**src/rtl/pvc_pkg.sv**
```systemverilog
package pvc_pkg;

  typedef enum logic {
    SWEEP_IDLE = 1'b0,
    SWEEP_RUN  = 1'b1
  } sweep_state_t;

  function automatic logic [7:0] pvc_clog2_min1(input int unsigned n);
    int unsigned w;
    w = 0;
    while ((1 << w) < n) w++;
    if (w == 0) w = 1;
    return 8'(w);
  endfunction

endpackage

```
**src/rtl/pvc_stamp.sv**
```systemverilog
module pvc_stamp #(
  parameter int META_W = 32,
  parameter int VER_W  = 8
) (
  input  logic              in_valid,
  output logic              in_ready,
  input  logic [META_W-1:0] in_meta,
  output logic              out_valid,
  input  logic              out_ready,
  output logic [META_W-1:0] out_meta,
  input  logic [VER_W-1:0]  version
);

  localparam int HI_W = META_W - VER_W;

  logic [HI_W-1:0] upper_bits;

  always_comb begin
    upper_bits = in_meta[META_W-1:VER_W];
    out_meta   = {upper_bits, version};
    out_valid  = in_valid;
    in_ready   = out_ready;
  end

endmodule

```
**src/rtl/pvc_version_gate.sv**
```systemverilog
module pvc_version_gate #(
  parameter int NUM_TABLES = 4,
  parameter int VER_W      = 8
) (
  input  logic                  clk,
  input  logic                  rst_n,
  input  logic                  inc_req,
  input  logic [NUM_TABLES-1:0] table_primed,
  input  logic [NUM_TABLES-1:0] force_commit,
  output logic [VER_W-1:0]      version,
  output logic                  pending,
  output logic                  inc_ack,
  output logic                  inc_nak
);

  logic                  all_primed;
  logic                  accept;
  logic [NUM_TABLES-1:0] committed;
  logic [NUM_TABLES-1:0] seen_now;

  always_comb begin
    all_primed = &table_primed;
    accept     = inc_req && all_primed && !pending;
    seen_now   = committed | ~table_primed | force_commit;
  end

  always_ff @(posedge clk) begin
    if (!rst_n) begin
      version   <= '0;
      pending   <= 1'b0;
      committed <= '0;
      inc_ack   <= 1'b0;
      inc_nak   <= 1'b0;
    end else begin
      inc_ack <= accept;
      inc_nak <= inc_req && !accept;
      if (accept) begin
        version   <= version + VER_W'(1);
        pending   <= 1'b1;
        committed <= '0;
      end else if (pending) begin
        committed <= seen_now;
        if (&seen_now) pending <= 1'b0;
      end
    end
  end

  assert_ack_needs_primed_R4: assert property (@(posedge clk) disable iff (!rst_n)
    inc_ack |-> $past(&table_primed));

  assert_no_double_advance_R6: assert property (@(posedge clk) disable iff (!rst_n)
    inc_ack |-> !$past(pending));

  assert_one_answer_R5: assert property (@(posedge clk) disable iff (!rst_n)
    inc_req |=> (inc_ack != inc_nak));

  assert_ver_step_R7: assert property (@(posedge clk) disable iff (!rst_n)
    inc_ack |-> (version == $past(version) + VER_W'(1)));

endmodule

```
**src/rtl/pvc_idle_sweep.sv**
```systemverilog
module pvc_idle_sweep
  import pvc_pkg::*;
#(
  parameter int NUM_TABLES = 4,
  parameter int TIMER_W    = 16
) (
  input  logic                  clk,
  input  logic                  rst_n,
  input  logic                  inc_ack,
  input  logic                  pending,
  input  logic                  pkt_fire,
  input  logic [NUM_TABLES-1:0] table_primed,
  input  logic [TIMER_W-1:0]    timeout_len,
  output logic [NUM_TABLES-1:0] force_commit
);

  localparam int IDX_W = pvc_clog2_min1(NUM_TABLES);
  localparam logic [IDX_W-1:0] LAST_IDX = IDX_W'(NUM_TABLES - 1);

  logic [TIMER_W-1:0] cnt;
  logic               stopped;
  logic               fired;
  logic               all_primed;
  logic               expire;
  sweep_state_t       sweep_st;
  logic [IDX_W-1:0]   idx;

  always_comb begin
    all_primed = &table_primed;
    expire     = pending && !stopped && !fired && !inc_ack
                 && !pkt_fire && all_primed && (cnt == timeout_len);
  end

  always_ff @(posedge clk) begin
    if (!rst_n) begin
      cnt     <= '0;
      stopped <= 1'b1;
      fired   <= 1'b0;
    end else if (inc_ack) begin
      cnt     <= '0;
      stopped <= pkt_fire || !all_primed;
      fired   <= 1'b0;
    end else if (pending && !stopped && !fired) begin
      if (pkt_fire || !all_primed) stopped <= 1'b1;
      else if (expire)             fired   <= 1'b1;
      else                         cnt     <= cnt + TIMER_W'(1);
    end
  end

  always_ff @(posedge clk) begin
    if (!rst_n) begin
      sweep_st <= SWEEP_IDLE;
      idx      <= '0;
    end else begin
      case (sweep_st)
        SWEEP_IDLE: if (expire) begin
          sweep_st <= SWEEP_RUN;
          idx      <= '0;
        end
        SWEEP_RUN: begin
          if (idx == LAST_IDX) sweep_st <= SWEEP_IDLE;
          else                 idx      <= idx + IDX_W'(1);
        end
        default: sweep_st <= SWEEP_IDLE;
      endcase
    end
  end

  for (genvar g = 0; g < NUM_TABLES; g++) begin : g_force
    assign force_commit[g] = (sweep_st == SWEEP_RUN) && (idx == IDX_W'(g));
  end

  assert_force_onehot_R9: assert property (@(posedge clk) disable iff (!rst_n)
    $onehot0(force_commit));

  assert_force_only_pending_R6: assert property (@(posedge clk) disable iff (!rst_n)
    (force_commit != '0) |-> pending);

  assert_sweep_steps_R9: assert property (@(posedge clk) disable iff (!rst_n)
    (force_commit[0] && NUM_TABLES > 1) |=> (force_commit != '0));

endmodule

```
**src/rtl/pipe_version_ctrl.sv**
```systemverilog
module pipe_version_ctrl #(
  parameter int NUM_TABLES = 4,
  parameter int VER_W      = 8,
  parameter int META_W     = 32,
  parameter int TIMER_W    = 16
) (
  input  logic                  clk,
  input  logic                  rst_n,
  input  logic                  in_valid,
  output logic                  in_ready,
  input  logic [META_W-1:0]     in_meta,
  output logic                  out_valid,
  input  logic                  out_ready,
  output logic [META_W-1:0]     out_meta,
  input  logic [NUM_TABLES-1:0] table_primed,
  input  logic                  inc_req,
  output logic                  inc_ack,
  output logic                  inc_nak,
  input  logic [TIMER_W-1:0]    timeout_len,
  output logic [NUM_TABLES-1:0] force_commit,
  output logic [VER_W-1:0]      cur_version
);

  logic [VER_W-1:0] version;
  logic             pending;
  logic             pkt_fire;

  assign pkt_fire    = in_valid && in_ready;
  assign cur_version = version;

  pvc_stamp #(.META_W(META_W), .VER_W(VER_W)) u_stamp (
    .in_valid (in_valid),
    .in_ready (in_ready),
    .in_meta  (in_meta),
    .out_valid(out_valid),
    .out_ready(out_ready),
    .out_meta (out_meta),
    .version  (version)
  );

  pvc_version_gate #(.NUM_TABLES(NUM_TABLES), .VER_W(VER_W)) u_gate (
    .clk         (clk),
    .rst_n       (rst_n),
    .inc_req     (inc_req),
    .table_primed(table_primed),
    .force_commit(force_commit),
    .version     (version),
    .pending     (pending),
    .inc_ack     (inc_ack),
    .inc_nak     (inc_nak)
  );

  pvc_idle_sweep #(.NUM_TABLES(NUM_TABLES), .TIMER_W(TIMER_W)) u_sweep (
    .clk         (clk),
    .rst_n       (rst_n),
    .inc_ack     (inc_ack),
    .pending     (pending),
    .pkt_fire    (pkt_fire),
    .table_primed(table_primed),
    .timeout_len (timeout_len),
    .force_commit(force_commit)
  );

  assert_stamp_field_R2: assert property (@(posedge clk) disable iff (!rst_n)
    out_meta[VER_W-1:0] == cur_version);

  assert_version_moves_on_ack_R4: assert property (@(posedge clk) disable iff (!rst_n)
    (cur_version != $past(cur_version)) |-> inc_ack);

  assert_stream_pass_R3: assert property (@(posedge clk) disable iff (!rst_n)
    (out_valid == in_valid) && (in_ready == out_ready));

endmodule

```
**config.mk**
```make
export PLATFORM = sky130hd
export DESIGN_NAME = pipe_version_ctrl
export DESIGN_NICKNAME = d
export VERILOG_FILES = /design/src/rtl/pvc_pkg.sv /design/src/rtl/pvc_stamp.sv /design/src/rtl/pvc_version_gate.sv /design/src/rtl/pvc_idle_sweep.sv /design/src/rtl/pipe_version_ctrl.sv
export SDC_FILE = /design/constraint.sdc
export NUM_CORES = 1
export LEC_CHECK = 0
export CAP_MARGIN = 20
export CORE_ASPECT_RATIO = 1.2
export CORE_MARGIN = 5
export CORE_UTILIZATION = 30
export CTS_CLUSTER_DIAMETER = 60
export DETAILED_ROUTE_END_ITERATION = 10
export MAX_ROUTING_LAYER = met4
export PLACE_DENSITY_LB_ADDON = 0.1
export SYNTH_ARGS = -nofsm -noshare
export SYNTH_HDL_FRONTEND = slang
export SYNTH_SLANG_ARGS = --single-unit
```
**constraint.sdc**
```tcl
create_clock -name clk -period 2 [get_ports clk]
set_input_delay 0.5 -clock clk [delete_from_list [all_inputs] [get_ports clk]]
set_output_delay 0.5 -clock clk [all_outputs]
set_load 0.01 [all_outputs]
```
==> metrics <==
Die Outline Area=9020 µm²; effective utilization at floorplan=30.3%; Crit Path Category=input pin to register; area share of fa/ha/maj cells after synthesis=3.47%; prevailing post-synth register cell=dfxtp_1; Crit path required time=2.22 ns; most common cell after layout, fill and taps aside=dfxtp_1; number of enable-type register cells in the synthesized netlist=0; Residual DRC=0; n_diodes=0; final RePlAce weighted congestion=0.787; post-route worst hold slack=0.471 ns; proportion of layout cells with a drive suffix above 1=20.1%; number of placed cells counting well taps=372; CTS tree=built; worst-margin pin slew=0.379 ns; total of endpoints with negative setup slack in the final report=0; count of endpoints failing hold in the final timing report=0; maximum fanout along the worst path=6; final routed wire length divided by cell count=13.1 µm; Ys Warns=0; Post-Synth Simple-Gate Area=23.8%; synth-to-layout area growth=33.2%; run status=finished, final reports clean; number of vias after detailed routing=1820; total half-perimeter wirelength after legalization and detailed placement=3940 µm; iteration count of the initial detailed-routing pass=4; top library cells by usage in the layout, fill and taps aside=34 x dfxtp_1, 31 x buf_4, 22 x clkdlybuf4s50_1; clock buffer depth=2; Final Cycle Share=95.3%; residual antenna-violating net count after detailed routing=0; largest net degree at the start of global routing=16; number of global-route vias before repair=1719; number of clock sinks=36; Hold Crit Class=register to register; CTS Hold Buffers Added=0; PortBufs=48; global-route wire length before repair=8140 µm; Std-Cell Rows=34; number of standard cells in the final layout excluding fillers=388; routed vias/inst=4.69; final worst clock skew=0.00613 ns; Arrival @ worst endpoint=2.12 ns; portion of the post-synthesis area used by sequential elements=33.3%; synthesized-area fraction occupied by ao, oa, aoi and oai cells=12.7%; fraction of registers with async set/reset=0%; gr usage total=11.8%; clock slew at the register clock pins of the worst setup and hold paths=0.07 ns; Peak supply drop=224 µV; core outline area=7150 µm²; CTS Buf Count=5; summed instance area of the synthesized netlist=2160 µm²; FF+latch count, synth=36; total global routing overflow=0; Final nets=360; portion of netlist area occupied by mux cells=1.85%; post-layout minimum cycle time=1.91 ns; DIE HEIGHT=103 µm; Clk Tree Root Cell=clkbuf_8; Net Count, Synth=312; number of H-tree levels=2; DRT iter0 DRCs=40; later-pin clock latency in the skew report=0.28 ns; setup TNS=0 ns; antenna violations before repair=0; final max-slew violation count=0; achievable frequency=525 MHz; total leakage power=1.28 nW; cells after synthesis=249; largest family of logic cells by synthesized area=simple AND/OR/NAND/NOR gates; unrepaired setup endpoints after global routing=false; mean post-synth cell area=8.69 µm²; PD cells=479 nW/µm²; xor and xnor fraction of the mapped netlist area=10.5%; count of cell types in the netlist=45; total length of routed wires=5100 µm; Top-Level Pins=105; Max-Slew Margin vs Limit=74.7%; Die Span X=87.5 µm; post-layout power=1.38 mW; crit end category=register; Max Cap Violations=0; kind of start point of the critical path=input pin
[Yosys cell counts, types with 2 or more instances]
master	instances	area share [%]
and4_1	3	1.2
nor2b_1	3	0.87
nor2_1	14	2.4
nand2_1	13	2.3
a21oi_1	13	3.0
nor4_1	3	0.87
xnor2_1	7	2.8
ha_1	6	3.5
buf_4	34	12
a21boi_0	2	0.69
buf_2	2	0.46
nand4_1	9	2.6
or4_1	3	1.0
o21ai_0	5	1.2
clkbuf_1	3	0.52
a31oi_1	3	0.87
o31ai_1	3	1.0
and3_1	4	1.2
dfxtp_1	36	33
inv_1	9	1.6
o22ai_1	2	0.58
nand3_1	8	1.9
nand2b_1	8	2.3
o21a_1	2	0.69
and2_1	12	3.5
a31o_2	2	0.81
xor2_1	19	7.7
mux2i_1	4	1.9
[registers in the layout, indices dropped and copies added (netlist names)]
name              count
u_gate.inc_ack        1
u_sweep.sweep_st      1
u_gate.pending        1
u_sweep.fired         1
u_gate.inc_nak        1
u_gate.committed      4
u_gate.version        8
u_sweep.stopped       1
u_sweep.idx           2
u_sweep.cnt          16
[report_power, final]
group / leakage, nW / internal (mW) / switching, mW
logic: 0.945 / 0.0680 / 0.0556
clock network: 0.0455 / 0.281 / 0.253
registers: 0.291 / 0.720 / 0.00231
total: 1.28 / 1.07 / 0.311
[routing by layer]
| metal | global-route usage (%) | vias up | part of all wire (%) |
|---|---|---|---|
| met2 | 20.1 | 46 | 49 |
| li1 | - | 926 | - |
| met5 | - | - | 0 |
| met4 | 4.01 | 0 | 1.0 |
| met3 | 3.12 | 7 | 6.0 |
| met1 | 13.3 | 841 | 44 |
[stage by stage]
stage          util [%]  setup slack [ns]  area, µm²
6_report           40.3            0.0949       2880
3_5_place_dp       37.2            -0.532       2660
4_1_cts            38.6          0.000668       2760
5_1_grt            40.3           0.00991       2880
2_1_floorplan         -            0.0472       2160
3_3_place_gp       37.2            -0.502       2660
[critical path, cell delays in order]
cell           delay (ns)
dlygate4sd2_1        0.24
xor2_1               0.15
nor4_1               0.28
buf_4                0.16
nand4_1              0.13
o21ai_2              0.27
buf_4                0.16
o31ai_1              0.07
a21oi_1              0.15
[logic make-up after synthesis]
kind of cell | count (synthesis)
simple gates | 90
buf+inv | 48
compound gates | 39
flops | 36
xor+xnor | 26
fa+ha+maj | 6
mux | 4
[layout make-up]
type	instances	area, µm²
clock buffer	8	90.1
fill	757	4270
inverter	9	33.8
multi-input combinational	165	1190
sequential	36	723
tap	90	113
timing repair buffer	80	734
[path summary, 6_finish.rpt]
check / from / to / slack, ns / cells past startpoint
worst max-delay path: timeout_len[11] / u_sweep.cnt[12] / 0.09 / 9
worst min-delay path: u_sweep.fired / u_sweep.fired / 0.47 / 2
worst max register to register: u_sweep.fired / u_sweep.cnt[11] / 0.18 / 8
worst min register to register: u_sweep.fired / u_sweep.fired / 0.47 / 2
[what timing repair did]
item	in CTS	in global routing
resized for setup	24	19
setup endpoints to repair	25	14
pin swaps	12	15
setup buffers	1	10
Power figures use the tool's default switching activity.
